`src/rtl/rdiv_pkg.sv`:
```
package rdiv_pkg;

  typedef enum logic [1:0] {
    RD_IDLE = 2'd0,
    RD_RUN  = 2'd1,
    RD_FIN  = 2'd2
  } rd_state_e;

  typedef struct packed {
    logic c;
    logic v;
    logic z;
    logic s;
  } rd_flags_t;

endpackage

```
`src/rtl/rdiv_core.sv`:
```
module rdiv_core
  import rdiv_pkg::*;
#(
  parameter int DW = 16,
  localparam int CW = $clog2(DW + 1)
) (
  input  logic          clk,
  input  logic          rst_n,
  input  logic          start,
  input  logic [DW-1:0] a_in,
  input  logic [DW-1:0] b_in,
  input  logic          ovf_sel,
  output logic          busy,
  output logic          fin,
  output logic          neg_res,
  output logic          a_neg,
  output logic          div0,
  output logic          mode,
  output logic [DW-1:0] qmag,
  output logic [DW-1:0] rmag,
  output logic [DW-1:0] bmag
);

  function automatic logic [DW-1:0] f_abs(input logic [DW-1:0] x);
    return x[DW-1] ? (~x + 1'b1) : x;
  endfunction

  rd_state_e     state_q;
  logic [CW-1:0] cnt_q;
  logic [DW-1:0] rem_q, quo_q, bmag_q;
  logic          sa_q, sb_q, mode_q, div0_q;

  logic [DW:0]   rem_sh, rem_sub;
  logic          take;
  logic          unused_top;

  // one restoring step: shift in the next dividend bit, trial-subtract
  always_comb begin
    rem_sh  = {rem_q, quo_q[DW-1]};
    take    = (rem_sh >= {1'b0, bmag_q});
    rem_sub = rem_sh - {1'b0, bmag_q};
  end
  assign unused_top = rem_sub[DW] ^ rem_sh[DW];

  always_ff @(posedge clk or negedge rst_n) begin
    if (!rst_n) begin
      state_q <= RD_IDLE;
      cnt_q   <= '0;
      rem_q   <= '0;
      quo_q   <= '0;
      bmag_q  <= '0;
      sa_q    <= 1'b0;
      sb_q    <= 1'b0;
      mode_q  <= 1'b0;
      div0_q  <= 1'b0;
    end else begin
      case (state_q)
        RD_IDLE: if (start) begin
          state_q <= RD_RUN;
          cnt_q   <= CW'(DW);
          rem_q   <= '0;
          quo_q   <= f_abs(a_in);
          bmag_q  <= f_abs(b_in);
          sa_q    <= a_in[DW-1];
          sb_q    <= b_in[DW-1];
          mode_q  <= ovf_sel;
          div0_q  <= (b_in == '0);
        end
        RD_RUN: begin
          rem_q <= take ? rem_sub[DW-1:0] : rem_sh[DW-1:0];
          quo_q <= {quo_q[DW-2:0], take};
          cnt_q <= cnt_q - 1'b1;
          if (cnt_q == CW'(1)) state_q <= RD_FIN;
        end
        RD_FIN:  state_q <= RD_IDLE;
        default: state_q <= RD_IDLE;
      endcase
    end
  end

  assign busy    = (state_q != RD_IDLE);
  assign fin     = (state_q == RD_FIN);
  assign neg_res = sa_q ^ sb_q;
  assign a_neg   = sa_q;
  assign div0    = div0_q;
  assign mode    = mode_q;
  assign qmag    = quo_q;
  assign rmag    = rem_q;
  assign bmag    = bmag_q;

endmodule

```
`src/rtl/rdiv_round.sv`:
```
module rdiv_round
  import rdiv_pkg::*;
#(
  parameter int DW = 16
) (
  input  logic            neg_res,
  input  logic            a_neg,
  input  logic            div0,
  input  logic            mode,
  input  logic [DW-1:0]   qmag,
  input  logic [DW-1:0]   rmag,
  input  logic [DW-1:0]   bmag,
  output logic [DW-1:0]   dest,
  output logic [2*DW-1:0] math_word,
  output logic            math_we,
  output logic            ovf,
  output rd_flags_t       flags
);

  localparam logic [DW:0]   MAG_NEG = {2'b01, {(DW-1){1'b0}}};
  localparam logic [DW:0]   MAG_POS = {2'b00, {(DW-1){1'b1}}};
  localparam logic [DW-1:0] SAT_MAX = {1'b0, {(DW-1){1'b1}}};
  localparam logic [DW-1:0] SAT_MIN = {1'b1, {(DW-1){1'b0}}};

  // round half away from zero: 2*|r| >= |b|
  function automatic logic f_round_up(input logic [DW-1:0] r, input logic [DW-1:0] b);
    return {r, 1'b0} >= {1'b0, b};
  endfunction

  function automatic logic [DW-1:0] f_neg(input logic [DW-1:0] x);
    return ~x + 1'b1;
  endfunction

  function automatic logic f_out_of_range(input logic [DW:0] m, input logic neg);
    return neg ? (m > MAG_NEG) : (m > MAG_POS);
  endfunction

  logic          up, too_big;
  logic [DW:0]   rnd_mag;
  logic [DW-1:0] rnd_val, q_s, r_s, sat;

  always_comb begin
    up      = f_round_up(rmag, bmag);
    rnd_mag = {1'b0, qmag} + {{DW{1'b0}}, up};
    too_big = f_out_of_range(rnd_mag, neg_res);
    rnd_val = neg_res ? f_neg(rnd_mag[DW-1:0]) : rnd_mag[DW-1:0];
    q_s     = neg_res ? f_neg(qmag) : qmag;
    r_s     = a_neg ? f_neg(rmag) : rmag;
    sat     = neg_res ? SAT_MIN : SAT_MAX;
    math_word = {q_s, r_s};
    if (div0) begin
      ovf     = 1'b1;
      math_we = 1'b0;
      dest    = a_neg ? SAT_MIN : SAT_MAX;
    end else begin
      ovf     = too_big;
      math_we = 1'b1;
      dest    = (too_big && !mode) ? sat : rnd_val;
    end
    flags.c = 1'b0;
    flags.v = ovf;
    flags.z = (dest == '0);
    flags.s = dest[DW-1];
  end

endmodule

```
`src/rtl/rdiv_unit.sv`:
```
module rdiv_unit
  import rdiv_pkg::*;
#(
  parameter int DW = 16
) (
  input  logic            clk,
  input  logic            rst_n,
  input  logic            start,
  input  logic            err_clr,
  input  logic            ovf_sel,
  input  logic [DW-1:0]   a_in,
  input  logic [DW-1:0]   b_in,
  output logic            busy,
  output logic            done,
  output logic [DW-1:0]   dest,
  output logic [2*DW-1:0] math_reg,
  output logic            flag_c,
  output logic            flag_v,
  output logic            flag_z,
  output logic            flag_s,
  output logic            minor_err
);

  // named internal events for the checker
  logic            fin_evt, ovf_evt, div0_evt, mode_w, acc_evt;
  logic            neg_w, aneg_w, math_we;
  logic [DW-1:0]   qmag_w, rmag_w, bmag_w, dest_w;
  logic [2*DW-1:0] math_w;
  rd_flags_t       flags_w, flags_q;
  logic [DW-1:0]   dest_q;
  logic [2*DW-1:0] math_q;
  logic            done_q, minor_q;

  rdiv_core #(.DW(DW)) core_i (
    .clk(clk), .rst_n(rst_n), .start(start), .a_in(a_in), .b_in(b_in),
    .ovf_sel(ovf_sel), .busy(busy), .fin(fin_evt), .neg_res(neg_w),
    .a_neg(aneg_w), .div0(div0_evt), .mode(mode_w),
    .qmag(qmag_w), .rmag(rmag_w), .bmag(bmag_w)
  );

  rdiv_round #(.DW(DW)) round_i (
    .neg_res(neg_w), .a_neg(aneg_w), .div0(div0_evt), .mode(mode_w),
    .qmag(qmag_w), .rmag(rmag_w), .bmag(bmag_w),
    .dest(dest_w), .math_word(math_w), .math_we(math_we),
    .ovf(ovf_evt), .flags(flags_w)
  );

  assign acc_evt = start && !busy;

  always_ff @(posedge clk or negedge rst_n) begin
    if (!rst_n) begin
      dest_q  <= '0;
      math_q  <= '0;
      flags_q <= '0;
      done_q  <= 1'b0;
      minor_q <= 1'b0;
    end else begin
      done_q <= fin_evt;
      if (fin_evt) begin
        dest_q  <= dest_w;
        flags_q <= flags_w;
        if (math_we) math_q <= math_w;
      end
      if (fin_evt && ovf_evt) minor_q <= 1'b1;
      else if (err_clr)       minor_q <= 1'b0;
    end
  end

  assign done      = done_q;
  assign dest      = dest_q;
  assign math_reg  = math_q;
  assign flag_c    = flags_q.c;
  assign flag_v    = flags_q.v;
  assign flag_z    = flags_q.z;
  assign flag_s    = flags_q.s;
  assign minor_err = minor_q;

endmodule

```
`config.mk`:
```
export PLATFORM = sky130hd
export DESIGN_NAME = rdiv_unit
export DESIGN_NICKNAME = d
export VERILOG_FILES = /design/src/rtl/rdiv_pkg.sv /design/src/rtl/rdiv_core.sv /design/src/rtl/rdiv_round.sv /design/src/rtl/rdiv_unit.sv
export SDC_FILE = /design/constraint.sdc
export NUM_CORES = 1
export LEC_CHECK = 0
export BUFFER_PORTS_ARGS = -buffer_cell sky130_fd_sc_hd__buf_4
export CORE_MARGIN = 2
export CORE_UTILIZATION = 60
export CTS_CLUSTER_DIAMETER = 60
export DETAILED_ROUTE_END_ITERATION = 12
export PLACE_DENSITY = 0.85
export SYNTH_ARGS = -nofsm -noshare
export SYNTH_HDL_FRONTEND = slang
export SYNTH_HIERARCHICAL = 1
export SYNTH_SLANG_ARGS = --single-unit
```
`constraint.sdc`:
```
create_clock -name clk -period 6.9 [get_ports clk]
set_input_delay 0.69 -clock clk [delete_from_list [all_inputs] [get_ports clk]]
set_output_delay 0.69 -clock clk [all_outputs]
set_load 0.005 [all_outputs]
```
==> run_results.csv <==
group,metric,value,unit
cells_and_area,fin_util,0.7097,
drt,dr.pass1.iters,5,
setup_path,cp_cell_sequence,"ha_1, nor2b_1, o21a_1, o21a_1, o21a_1, o21a_1, o21ai_0, a21oi_1, a211oi_1, o21ai_0, ha_1, ha_1, nand4_2, or4_4, xor2_2, nor4_1, a31oi_1, a21oi_2, o21ai_0, a31o_2, mux2_2",
cts,cts_setup_buffers,0,
cts,cts_num_sinks,113,
logic_synthesis,yosys_register_bits,113,
timing,period_share,0.8830,
logic_synthesis,async_flop_share,1.000,
timing,finalSetupViolCount,0,
power,vdd_ir_drop_max,0.2964,mV
logic_synthesis,synthAdderAreaFrac,0.06266,
power,p_leak,4.193,nW
timing,finalHoldViolCount,0,
timing,slew_viol_final,0,
die,rows,43,
power,powerDensity,575.8,nW/µm²
cts,cts_root_buffer,"clkbuf_16",
logic_synthesis,synth.most_common_cell,"dfrtp_1",
cts,cts-resized-gates,0,
setup_path,path_buf_inv,0,
global_routing,grt_usage,0.2944,
placed_design,place_area,9201,µm²
die,die_h,123.1,µm
logic_synthesis,yosysTopAreaCell,"dfrtp_1",
die,pin_count,92,
placed_design,io_buffers,91,
logic_synthesis,syn_inst,954,
logic_synthesis,yosysWarnings,6,
cells_and_area,area_growth,15.80,%
drt,ant_nets,0,
die,core_area,13880,µm²
timing,rsz0062_at_grt,"no",
timing,relSlewSlack,0.2767,
run_status,status,"finished, final reports clean",
global_routing,grt_pass1_wl,35150,µm
die,initial_utilization,0.6129,
drt,wl_per_cell,18.00,µm
logic_synthesis,synth-xor-area-share,0.08942,
cts,clk_path_buf_depth,2,
logic_synthesis,syn_area,8507,µm²
setup_path,end_kind,"register",
logic_synthesis,synth-simple-area-share,0.1791,
drt,vias_per_cell,6.236,
logic_synthesis,synth-compound-area-share,0.1950,
cts,worstSkewPairLatency,0.42,ns
logic_synthesis,yosysSeqAreaShare,0.3324,
logic_synthesis,synthTopCellsByCount,"dfrtp_1 (113), nand2_1 (101), o21ai_0 (86)",
cts,clk_pin_slew_worst_paths,0.05,ns
global_routing,grt_max_degree,74,
logic_synthesis,synth_top_area_frac,0.3324,
logic_synthesis,syn-num-nets,1033,
die,die_w,123.1,µm
logic_synthesis,synth_area_leaders,"dfrtp_1 (33%), ha_1 (6.0%), xnor2_1 (5.4%)",
drt,drt_iter0_markers,667,
setup_path,max_stage_delay,0.65,ns
logic_synthesis,synth_edf_count,0,
cells_and_area,nNetsFinal,1097,
cells_and_area,layout-drive-gt1-share,0.1872,
logic_synthesis,ys_types,89,
setup_path,startpoint_type,"register",
timing,tightest_slew,1.085,ns
setup_path,crit_type,"register to register",
timing,finClkSkew,0.01021,ns
logic_synthesis,synth-main-ff-cell,"dfrtp_1",
flow_run,maxCapViolations,0,
timing,fmaxAchievable,164.1,MHz
timing,setup_tns,0,ns
setup_path,critPathTopFamily,"compound AO/OA/AOI/OAI gates",
timing,whs,0.2561,ns
setup_path,crit_required,7.20,ns
logic_synthesis,synthMuxAreaShare,0.08207,
setup_path,crit_top_cell,"o21a_1",
cells_and_area,n_antenna_cell,0,
logic_synthesis,avgSynthCellArea,8.917,µm²
cts,cts_hold_buf,0,
placed_design,gp_congestion,0.9943,
global_routing,antenna_found_initial,1,
drt,wl,21800,µm
cells_and_area,finalInstanceArea,9851,µm²
drt,drc_errors,0,
cells_and_area,largest_reg_flops,32,
global_routing,overflow,0,
drt,vias,7552,
worst_hold_path,hold_class,"primary input to asynchronous set/reset pin",
logic_synthesis,synth_top_family_by_area,"compound AO/OA/AOI/OAI gates",
setup_path,cp.arrival,6.39,ns
setup_path,cp_slowest_cell,"a21oi_2",
global_routing,grt_pass1_vias,7028,
timing,min_period,6.093,ns
cts,cts_buffers,17,
placed_design,dp_hpwl,15820,µm
setup_path,path_max_fanout,17,
cts,cts_max_level,4,
cts,cts_tree,"built",
die,dieArea,15150,µm²
==> report_power, final <==
part / switching, mW / internal (mW)
Combinational: 1.86 / 1.45
Sequential: 0.463 / 0.938
Clock: 0.308 / 0.651
==> final timing paths <==
path                                 startpoint              end  slack (ns)  cells past startpoint
worst min-delay path                      rst_n     math_reg[12]        0.26                      1
worst max register to register   core_i/rmag[0]          dest[9]        0.81                     21
min in group clk                        err_clr        minor_err        0.46                      2
max in group asynchronous                 rst_n  core_i/rmag[10]        5.32                      2
worst min register to register  core_i/cnt_q[4]  core_i/cnt_q[4]        0.48                      1
worst max-delay path             core_i/rmag[0]          dest[9]        0.81                     21
==> cells in the final DEF (no fill, tap or decap), drive strengths merged, types with 6 or more instances in the layout <==
| cell | count |
|---|---|
| nand2 | 101 |
| o21a | 9 |
| ha | 41 |
| nor4 | 15 |
| clkbuf | 23 |
| or4 | 10 |
| a21oi | 40 |
| buf | 98 |
| nand3 | 28 |
| and3 | 8 |
| mux2i | 9 |
| dfrtp | 113 |
| nor2 | 41 |
| a21o | 7 |
| o41ai | 9 |
| inv | 58 |
| a22oi | 14 |
| a31oi | 13 |
| xnor2 | 52 |
| a21boi | 7 |
| nor2b | 6 |
| nand2b | 14 |
| mux2 | 54 |
| or3 | 7 |
| nand4 | 7 |
| nor3 | 20 |
| xor2 | 34 |
| o31ai | 19 |
| o21ai | 94 |
==> per-stage QoR <==
stage          instances  power [mW]  setup WS [ns]
2_1_floorplan        954       3.786          2.113
3_3_place_gp        1179       4.511          1.244
3_5_place_dp        1179       4.610          1.056
4_1_cts             1211       5.615         0.9906
5_1_grt             1211       6.101         0.5352
6_report            1211       5.672         0.8075
==> routing by layer <==
| metal | global-route usage | up-vias | part of all wire |
|---|---|---|---|
| met5 | 0 | - | 0 |
| met4 | 0.09020 | 0 | 0.013 |
| met3 | 0.04520 | 25 | 0.077 |
| met2 | 0.4354 | 320 | 0.44 |
| met1 | 0.4443 | 3636 | 0.47 |
| li1 | - | 3571 | - |
==> worst register-to-register path, cell delays in order (launching register included) <==
cell      delay [ns]
dfrtp_1         0.44
ha_1            0.30
nor2b_1         0.20
o21a_1          0.14
o21a_1          0.11
o21a_1          0.13
o21a_1          0.11
o21ai_0         0.06
a21oi_1         0.17
a211oi_1        0.07
o21ai_0         0.23
ha_1            0.45
ha_1            0.57
nand4_2         0.33
or4_4           0.55
xor2_2          0.20
nor4_1          0.33
a31oi_1         0.21
a21oi_2         0.65
o21ai_0         0.21
a31o_2          0.27
mux2_2          0.25
==> cell families (layout without fill, tap and decap cells) <==
group | count (synthesis) | count (layout)
buf+inv | 112 | 189
fa+ha+maj | 42 | 42
other cells | 1 | 1
flops | 113 | 113
compound gates | 253 | 253
simple gates | 284 | 284
mux | 63 | 63
xor+xnor | 86 | 86
==> layout make-up <==
class	instances	area, µm²
well taps	180	225.2
clock buffers	23	498.0
flip-flops and latches	113	2828
repair buffers	98	735.7
fillers	1102	4030
clock inverters	9	151.4
inverters	59	221.5
multi-input cells	729	5191
Power figures use the tool's default switching activity.
